==> config.mk <==
export PLATFORM = sky130hd
export DESIGN_NAME = vhs_bus_master
export DESIGN_NICKNAME = d
export VERILOG_FILES = /design/src/rtl/vhs_pkg.sv /design/src/rtl/vhs_hs_fsm.sv /design/src/rtl/vhs_req_hold.sv /design/src/rtl/vhs_rd_capture.sv /design/src/rtl/vhs_bus_master.sv
export SDC_FILE = /design/constraint.sdc
export NUM_CORES = 1
export LEC_CHECK = 0
export ABC_AREA = 1
export CORE_ASPECT_RATIO = 0.8
export CORE_MARGIN = 4
export CORE_UTILIZATION = 40
export CTS_CLUSTER_DIAMETER = 80
export DETAILED_ROUTE_END_ITERATION = 8
export PLACE_DENSITY = 0.88
export SYNTH_ARGS = -nofsm -noshare
export SYNTH_HDL_FRONTEND = slang
export SYNTH_SLANG_ARGS = --single-unit
==> constraint.sdc <==
create_clock -name clk -period 1.35 [get_ports clk]
set_input_delay 0.2025 -clock clk [delete_from_list [all_inputs] [get_ports clk]]
set_output_delay 0.2025 -clock clk [all_outputs]
set_load 0.01 [all_outputs]
==> src/rtl/vhs_pkg.sv <==
// Package: shared types for the valid-handshake bus master.
// Assumes nothing beyond a single clock domain.
package vhs_pkg;
    typedef enum logic [1:0] {
        HS_IDLE    = 2'd0,
        HS_REQ     = 2'd1,
        HS_RELEASE = 2'd2
    } hs_state_t;
endpackage

==> src/rtl/vhs_hs_fsm.sv <==
// Module: handshake sequencer. It walks IDLE -> REQ -> RELEASE -> IDLE,
// owns the master valid strobe and the completion pulse, and decides
// when a core request is accepted and when read data is captured.
// Assumes the memory raises its response only while the strobe is high
// and drops it only after it has seen the strobe low.
module vhs_hs_fsm
    import vhs_pkg::*;
(
    input  logic clk,
    input  logic rst_n,
    input  logic core_req,
    input  logic mem_vld,
    output logic cpu_vld,
    output logic accept,
    output logic capture,
    output logic done,
    output logic busy
);
    hs_state_t state;

    // Decode the accept and capture events from the current state.
    always_comb begin
        accept  = (state == HS_IDLE) && core_req;
        capture = (state == HS_REQ) && mem_vld;
        busy    = (state != HS_IDLE);
    end

    // Advance the handshake and drive the strobe and the completion pulse.
    always_ff @(posedge clk) begin
        if (!rst_n) begin
            state   <= HS_IDLE;
            cpu_vld <= 1'b0;
            done    <= 1'b0;
        end else begin
            done <= 1'b0;
            case (state)
                HS_IDLE: begin
                    if (core_req) begin
                        state   <= HS_REQ;
                        cpu_vld <= 1'b1;
                    end
                end
                HS_REQ: begin
                    if (mem_vld) begin
                        state   <= HS_RELEASE;
                        cpu_vld <= 1'b0;
                        done    <= 1'b1;
                    end
                end
                HS_RELEASE: begin
                    if (!mem_vld) begin
                        state <= HS_IDLE;
                    end
                end
                default: begin
                    state   <= HS_IDLE;
                    cpu_vld <= 1'b0;
                end
            endcase
        end
    end

    // the strobe falls only after the response was sampled high.
    p_drop_after_resp_r4: assert property (@(posedge clk) disable iff (!rst_n)
        $fell(cpu_vld) |-> $past(mem_vld));

    // while waiting without a response the strobe stays up.
    p_hold_strobe_r4: assert property (@(posedge clk) disable iff (!rst_n)
        (cpu_vld && !mem_vld) |=> cpu_vld);

    // the completion pulse never lasts two cycles.
    p_done_single_r6: assert property (@(posedge clk) disable iff (!rst_n)
        done |=> !done);

    // once released, the strobe stays low while memory still answers.
    p_no_restart_r8: assert property (@(posedge clk) disable iff (!rst_n)
        (busy && !cpu_vld && mem_vld) |=> !cpu_vld);

    // a new strobe never follows an edge where memory was still high.
    p_clean_start_r8: assert property (@(posedge clk) disable iff (!rst_n)
        $rose(cpu_vld) |-> !$past(mem_vld));
endmodule

==> src/rtl/vhs_req_hold.sv <==
// Module: request holding registers. On accept it loads the address,
// direction, kind and write data and keeps them unchanged until the
// next accept, so they stay stable while the strobe is high.
// Assumes accept only occurs when no transaction is in flight.
module vhs_req_hold #(
    parameter int AW = 32,
    parameter int DW = 32
) (
    input  logic          clk,
    input  logic          rst_n,
    input  logic          accept,
    input  logic          capture,
    input  logic          cpu_vld,
    input  logic [AW-1:0] core_addr,
    input  logic          core_read,
    input  logic          core_fetch,
    input  logic [DW-1:0] core_wdata,
    output logic [AW-1:0] bus_addr,
    output logic          bus_rw,
    output logic          bus_dkind,
    output logic [DW-1:0] bus_dout,
    output logic          bus_dout_en
);
    logic next_kind;

    // Writes are always data accesses; reads follow the fetch flag.
    always_comb begin
        next_kind = core_read ? ~core_fetch : 1'b1;
    end

    // Load the request fields on accept and keep them until the next accept.
    always_ff @(posedge clk) begin
        if (!rst_n) begin
            bus_addr  <= '0;
            bus_rw    <= 1'b1;
            bus_dkind <= 1'b1;
            bus_dout  <= '0;
        end else if (accept) begin
            bus_addr  <= core_addr;
            bus_rw    <= core_read;
            bus_dkind <= next_kind;
            bus_dout  <= core_read ? '0 : core_wdata;
        end
    end

    // Enable write data from accept of a write until the response edge.
    always_ff @(posedge clk) begin
        if (!rst_n) begin
            bus_dout_en <= 1'b0;
        end else if (accept) begin
            bus_dout_en <= ~core_read;
        end else if (capture) begin
            bus_dout_en <= 1'b0;
        end
    end

    // request fields hold while the strobe stays high.
    p_fields_stable_r3: assert property (@(posedge clk) disable iff (!rst_n)
        (cpu_vld && $past(cpu_vld)) |-> ($stable(bus_addr) && $stable(bus_rw)
                                         && $stable(bus_dkind) && $stable(bus_dout)));

    // every write on the bus is tagged as a data access.
    p_write_is_data_r7: assert property (@(posedge clk) disable iff (!rst_n)
        (cpu_vld && !bus_rw) |-> bus_dkind);

    // write data is driven for the whole strobe of a write.
    p_write_drive_r7: assert property (@(posedge clk) disable iff (!rst_n)
        (cpu_vld && !bus_rw) |-> bus_dout_en);

    // write data is never driven outside a write strobe.
    p_no_drive_read_r10: assert property (@(posedge clk) disable iff (!rst_n)
        bus_dout_en |-> (cpu_vld && !bus_rw));
endmodule

==> src/rtl/vhs_rd_capture.sv <==
// Module: read data capture. It samples the bus read data on the
// response edge of a read and holds it for the core until the next
// read completes. Assumes capture is high for exactly one edge per
// transaction.
module vhs_rd_capture #(
    parameter int DW = 32
) (
    input  logic          clk,
    input  logic          rst_n,
    input  logic          capture,
    input  logic          is_read,
    input  logic [DW-1:0] bus_din,
    output logic [DW-1:0] core_rdata
);
    // Take the read data on the first response edge of a read.
    always_ff @(posedge clk) begin
        if (!rst_n) begin
            core_rdata <= '0;
        end else if (capture && is_read) begin
            core_rdata <= bus_din;
        end
    end

    // the captured value is the data present on the response edge.
    p_capture_value_r5: assert property (@(posedge clk) disable iff (!rst_n)
        (capture && is_read) |=> (core_rdata == $past(bus_din)));

    // writes leave the held read data alone.
    p_hold_on_write_r5: assert property (@(posedge clk) disable iff (!rst_n)
        (capture && !is_read) |=> $stable(core_rdata));
endmodule

==> src/rtl/vhs_bus_master.sv <==
// Module: valid-handshake memory bus master (top). Joins the sequencer,
// the request holding registers and the read capture. Assumes one
// outstanding transaction and a memory that obeys the four-phase
// interlock.
module vhs_bus_master #(
    parameter int AW = 32,
    parameter int DW = 32
) (
    input  logic          clk,
    input  logic          rst_n,
    input  logic          core_req,
    input  logic [AW-1:0] core_addr,
    input  logic          core_read,
    input  logic          core_fetch,
    input  logic [DW-1:0] core_wdata,
    output logic          core_busy,
    output logic          core_done,
    output logic [DW-1:0] core_rdata,
    output logic [AW-1:0] bus_addr,
    output logic          bus_rw,
    output logic          bus_dkind,
    output logic [DW-1:0] bus_dout,
    output logic          bus_dout_en,
    input  logic [DW-1:0] bus_din,
    output logic          bus_cpu_vld,
    input  logic          bus_mem_vld
);
    logic accept;
    logic capture;

    vhs_hs_fsm u_fsm (
        .clk      (clk),
        .rst_n    (rst_n),
        .core_req (core_req),
        .mem_vld  (bus_mem_vld),
        .cpu_vld  (bus_cpu_vld),
        .accept   (accept),
        .capture  (capture),
        .done     (core_done),
        .busy     (core_busy)
    );

    vhs_req_hold #(.AW(AW), .DW(DW)) u_hold (
        .clk         (clk),
        .rst_n       (rst_n),
        .accept      (accept),
        .capture     (capture),
        .cpu_vld     (bus_cpu_vld),
        .core_addr   (core_addr),
        .core_read   (core_read),
        .core_fetch  (core_fetch),
        .core_wdata  (core_wdata),
        .bus_addr    (bus_addr),
        .bus_rw      (bus_rw),
        .bus_dkind   (bus_dkind),
        .bus_dout    (bus_dout),
        .bus_dout_en (bus_dout_en)
    );

    vhs_rd_capture #(.DW(DW)) u_cap (
        .clk        (clk),
        .rst_n      (rst_n),
        .capture    (capture),
        .is_read    (bus_rw),
        .bus_din    (bus_din),
        .core_rdata (core_rdata)
    );

    // a request during a transaction does not disturb the bus address.
    p_busy_ignores_r9: assert property (@(posedge clk) disable iff (!rst_n)
        (core_busy && core_req) |=> $stable(bus_addr));

    // idle bus after reset release.
    p_reset_idle_r1: assert property (@(posedge clk)
        !rst_n |=> (!bus_cpu_vld && !core_done && !bus_dout_en));
endmodule

==> results_dict.tcl, run 1 <==
set metrics [dict create \
    p_leak_nw 3.14 \
    synth_area_leaders "dfxtp_1 (50%), nand2_1 (9.4%), nor2_1 (8.8%), inv_1 (6.2%), nand3b_1 (5.8%)" \
    ys_seq_area_share_pct 50.0 \
    antenna_found_initial 0 \
    syn-instance-count 557 \
    status "completed" \
    yosysTopAreaCell "dfxtp_1" \
    clkSlewWorstSetupHoldPaths_ps 70 \
    skew_ps 3.81 \
    core-area_um2 9850 \
    die_area_um2 12000 \
    hp-start "rst_n" \
    grt_overflow_total 0 \
    yosysWarningCount 0 \
    ioPinCount 204 \
    reg2regPathDepth 7 \
    avgSynthCellArea_um2 7.41 \
    finalSetupTns_ps 0 \
    wl_per_cell_um 14.7 \
    dpl_worst_slack_ps -306 \
    min_to "u_fsm.done" \
    yosys.cell_types.count 18 \
    hold_path_class "in -> reg" \
    p_per_area_nw_per_um2 1090 \
    grt_usage_pct 21.3 \
    synth_edf_count 0 \
    worstHoldPathCells 4 \
    rr_startpoint "u_fsm.state[0]" \
    fin_ws_ps 97.2 \
    vias_per_cell 4.89 \
    cts_tree "built" \
    clock_latency_ps 340 \
    initial_core_util_pct 41.9 \
    numPortBuffers 203 \
    setup_violations 0 \
    ir_drop_mv 0.829 \
    root_buffer "clkbuf_16" \
    cts-hold-fix-buffers 0 \
    drt-total-wl_um 13200 \
    drc 0 \
    rr_endpoint "u_cap.core_rdata[21]" \
    globalplace.congestion 0.835 \
    min_period_over_period_pct 92.8 \
    numCtsBuffers 9 \
    arrival_ps 1520 \
    cp.required_ps 1620 \
    wl_met1_um 5130 \
    cts.sinks 103 \
    timing.critical_path.from_type "flop" \
    route.met3.wl_um 1260 \
    clock_path_buffers 2 \
    synthFlopType "dfxtp_1" \
    final_hold_viol_count 0 \
    dpl_cell_area_um2 6450 \
    endpoint_kind "flop" \
    grt_pass1_vias 4351 \
    synthTopCellsByCount "dfxtp_1 (103), nand2_1 (103), nor2_1 (97)" \
    tightest_slew_ps 354 \
    cts_htree_levels 3 \
    vias 4400 \
    syn2layout_area_growth_pct 60.3 \
    synth-seq-cells 103 \
    drive_gt1_share_pct 7.08 \
    grt_max_degree 38 \
    fin_crit_ps 1250 \
    reg2reg_setup_slack_ps 100 \
    antenna_cells 0 \
    die_w_um 122 \
    place_hpwl_um 9960 \
    critPathKind "reg -> reg" \
    grt_setup_unrepaired "no" \
    fmax_ghz 0.798 \
    postLayoutCellArea_um2 6620 \
    ant_nets 0 \
    dp_cells 882 \
    syn-cell-area_um2 4130 \
    fin_cells 899 \
    async_reset_ff_share_pct 0 \
    drtIter0Drc 286 \
    relSlewSlack_pct 76.4 \
    power_mw 7.21 \
    fillers 859 \
    maxCapViolCount 0 \
    wl_met2_um 6460 \
    syn_nets 659 \
    dr.max_layer_used "met4" \
    hold_ws_ps 343 \
    critPathMaxFanout 30 \
    grt_pass1_wl_um 20600 \
    nNetsFinal 860 \
    die-height_um 98.8 \
    first_pass_iters 5 \
    synth_top_area_share_pct 50.0 \
    rows 32 \
    post-route-util_pct 67.2 \
    drv_slew 0 \
]
repair_timing:
action / CTS / global route
resized for setup: 106 / 1
cloned: 0 / 0
pin swaps: 1 / 0
buffers inserted: 1 / 0
endpoints found under the setup margin: 134 / 1
logic make-up (layout without fill, tap and decap cells):
kind of cell    count (synthesis)  count (layout)  synth area share [%]
buf+inv                       110             316                  11.1
compound gates                 68              68                  8.25
simple gates                  276             276                  30.7
flops                         103             103                  50.0
how the worst max path moves through the flow:
stage / startpoint / endpoint / slack, ps / cells after the start
floorplan: u_fsm.state[1] / u_hold.bus_dout[10] / 180 / 6
global placement: bus_mem_vld / u_cap.core_rdata[9] / -210 / 8
detailed placement: bus_mem_vld / u_cap.core_rdata[21] / -310 / 8
CTS: u_fsm.state[1] / core_busy / 6 / 3
global route: u_fsm.state[0] / u_cap.core_rdata[2] / 50 / 7
finish: u_fsm.state[0] / u_cap.core_rdata[21] / 100 / 7
layer usage:
| layer | global-route usage (%) | vias to the layer above |
|---|---|---|
| li1 | - | 2153 |
| met1 | 23.0 | 2007 |
| met2 | 38.2 | 205 |
| met3 | 7.63 | 35 |
| met4 | 8.01 | 0 |
| met5 | 0 | - |
sequential cells by signal, summed over array words and instances (netlist names), 2 cells and up:
name,flops
u_cap.core_rdata,32
u_fsm.state,2
u_hold.bus_addr,32
u_hold.bus_dout,32
report_power, final:
part           total, mW  internal [mW]  switching [mW]
Clock               2.44           1.31            1.14
Combinational       1.42          0.732           0.692
Sequential          3.34           3.24           0.105
Total               7.21           5.28            1.94
layout make-up:
cell class              count  area (µm²)  share of cell area [%]
clock buffers              10         239                    3.61
clock inverters             6        45.0                   0.681
inverters                  70         263                    3.97
multi-input cells         344        1610                    24.3
flip-flops and latches    103        2070                    31.2
well taps                 136         170                    2.57
repair buffers            230        2220                    33.6
critical path, stage by stage (launching register included):
cell and delay (ps):
dfxtp_4 390, nand2_2 80, nor2_4 190, nand2_2 110, buf_12 180, nand2_1 70
inv_1 40, nor2_1 120
cell usage in the layout (no fill, tap or decap), types with 2 or more instances in the layout:
cell type,n
clkinvlp_4,3
dfxtp_1,101
clkbuf_16,9
buf_12,10
dlygate4sd2_1,101
inv_1,68
a21oi_1,35
nand2_1,103
o21ai_0,33
nor2_4,2
nand3_1,6
clkdlybuf4s50_1,100
nand2_2,3
nand3b_1,32
nand4_1,32
buf_4,17
inv_2,2
nor2_1,97
Note: power is estimated with default switching activity, not from simulation.
==> run 2: changes to the inputs <==
Settings changed: ABC_CLOCK_PERIOD_IN_PS set to 1350.
==> results of run 2 <==
The final DEF is identical to that of run 1; final timing and power are the same.
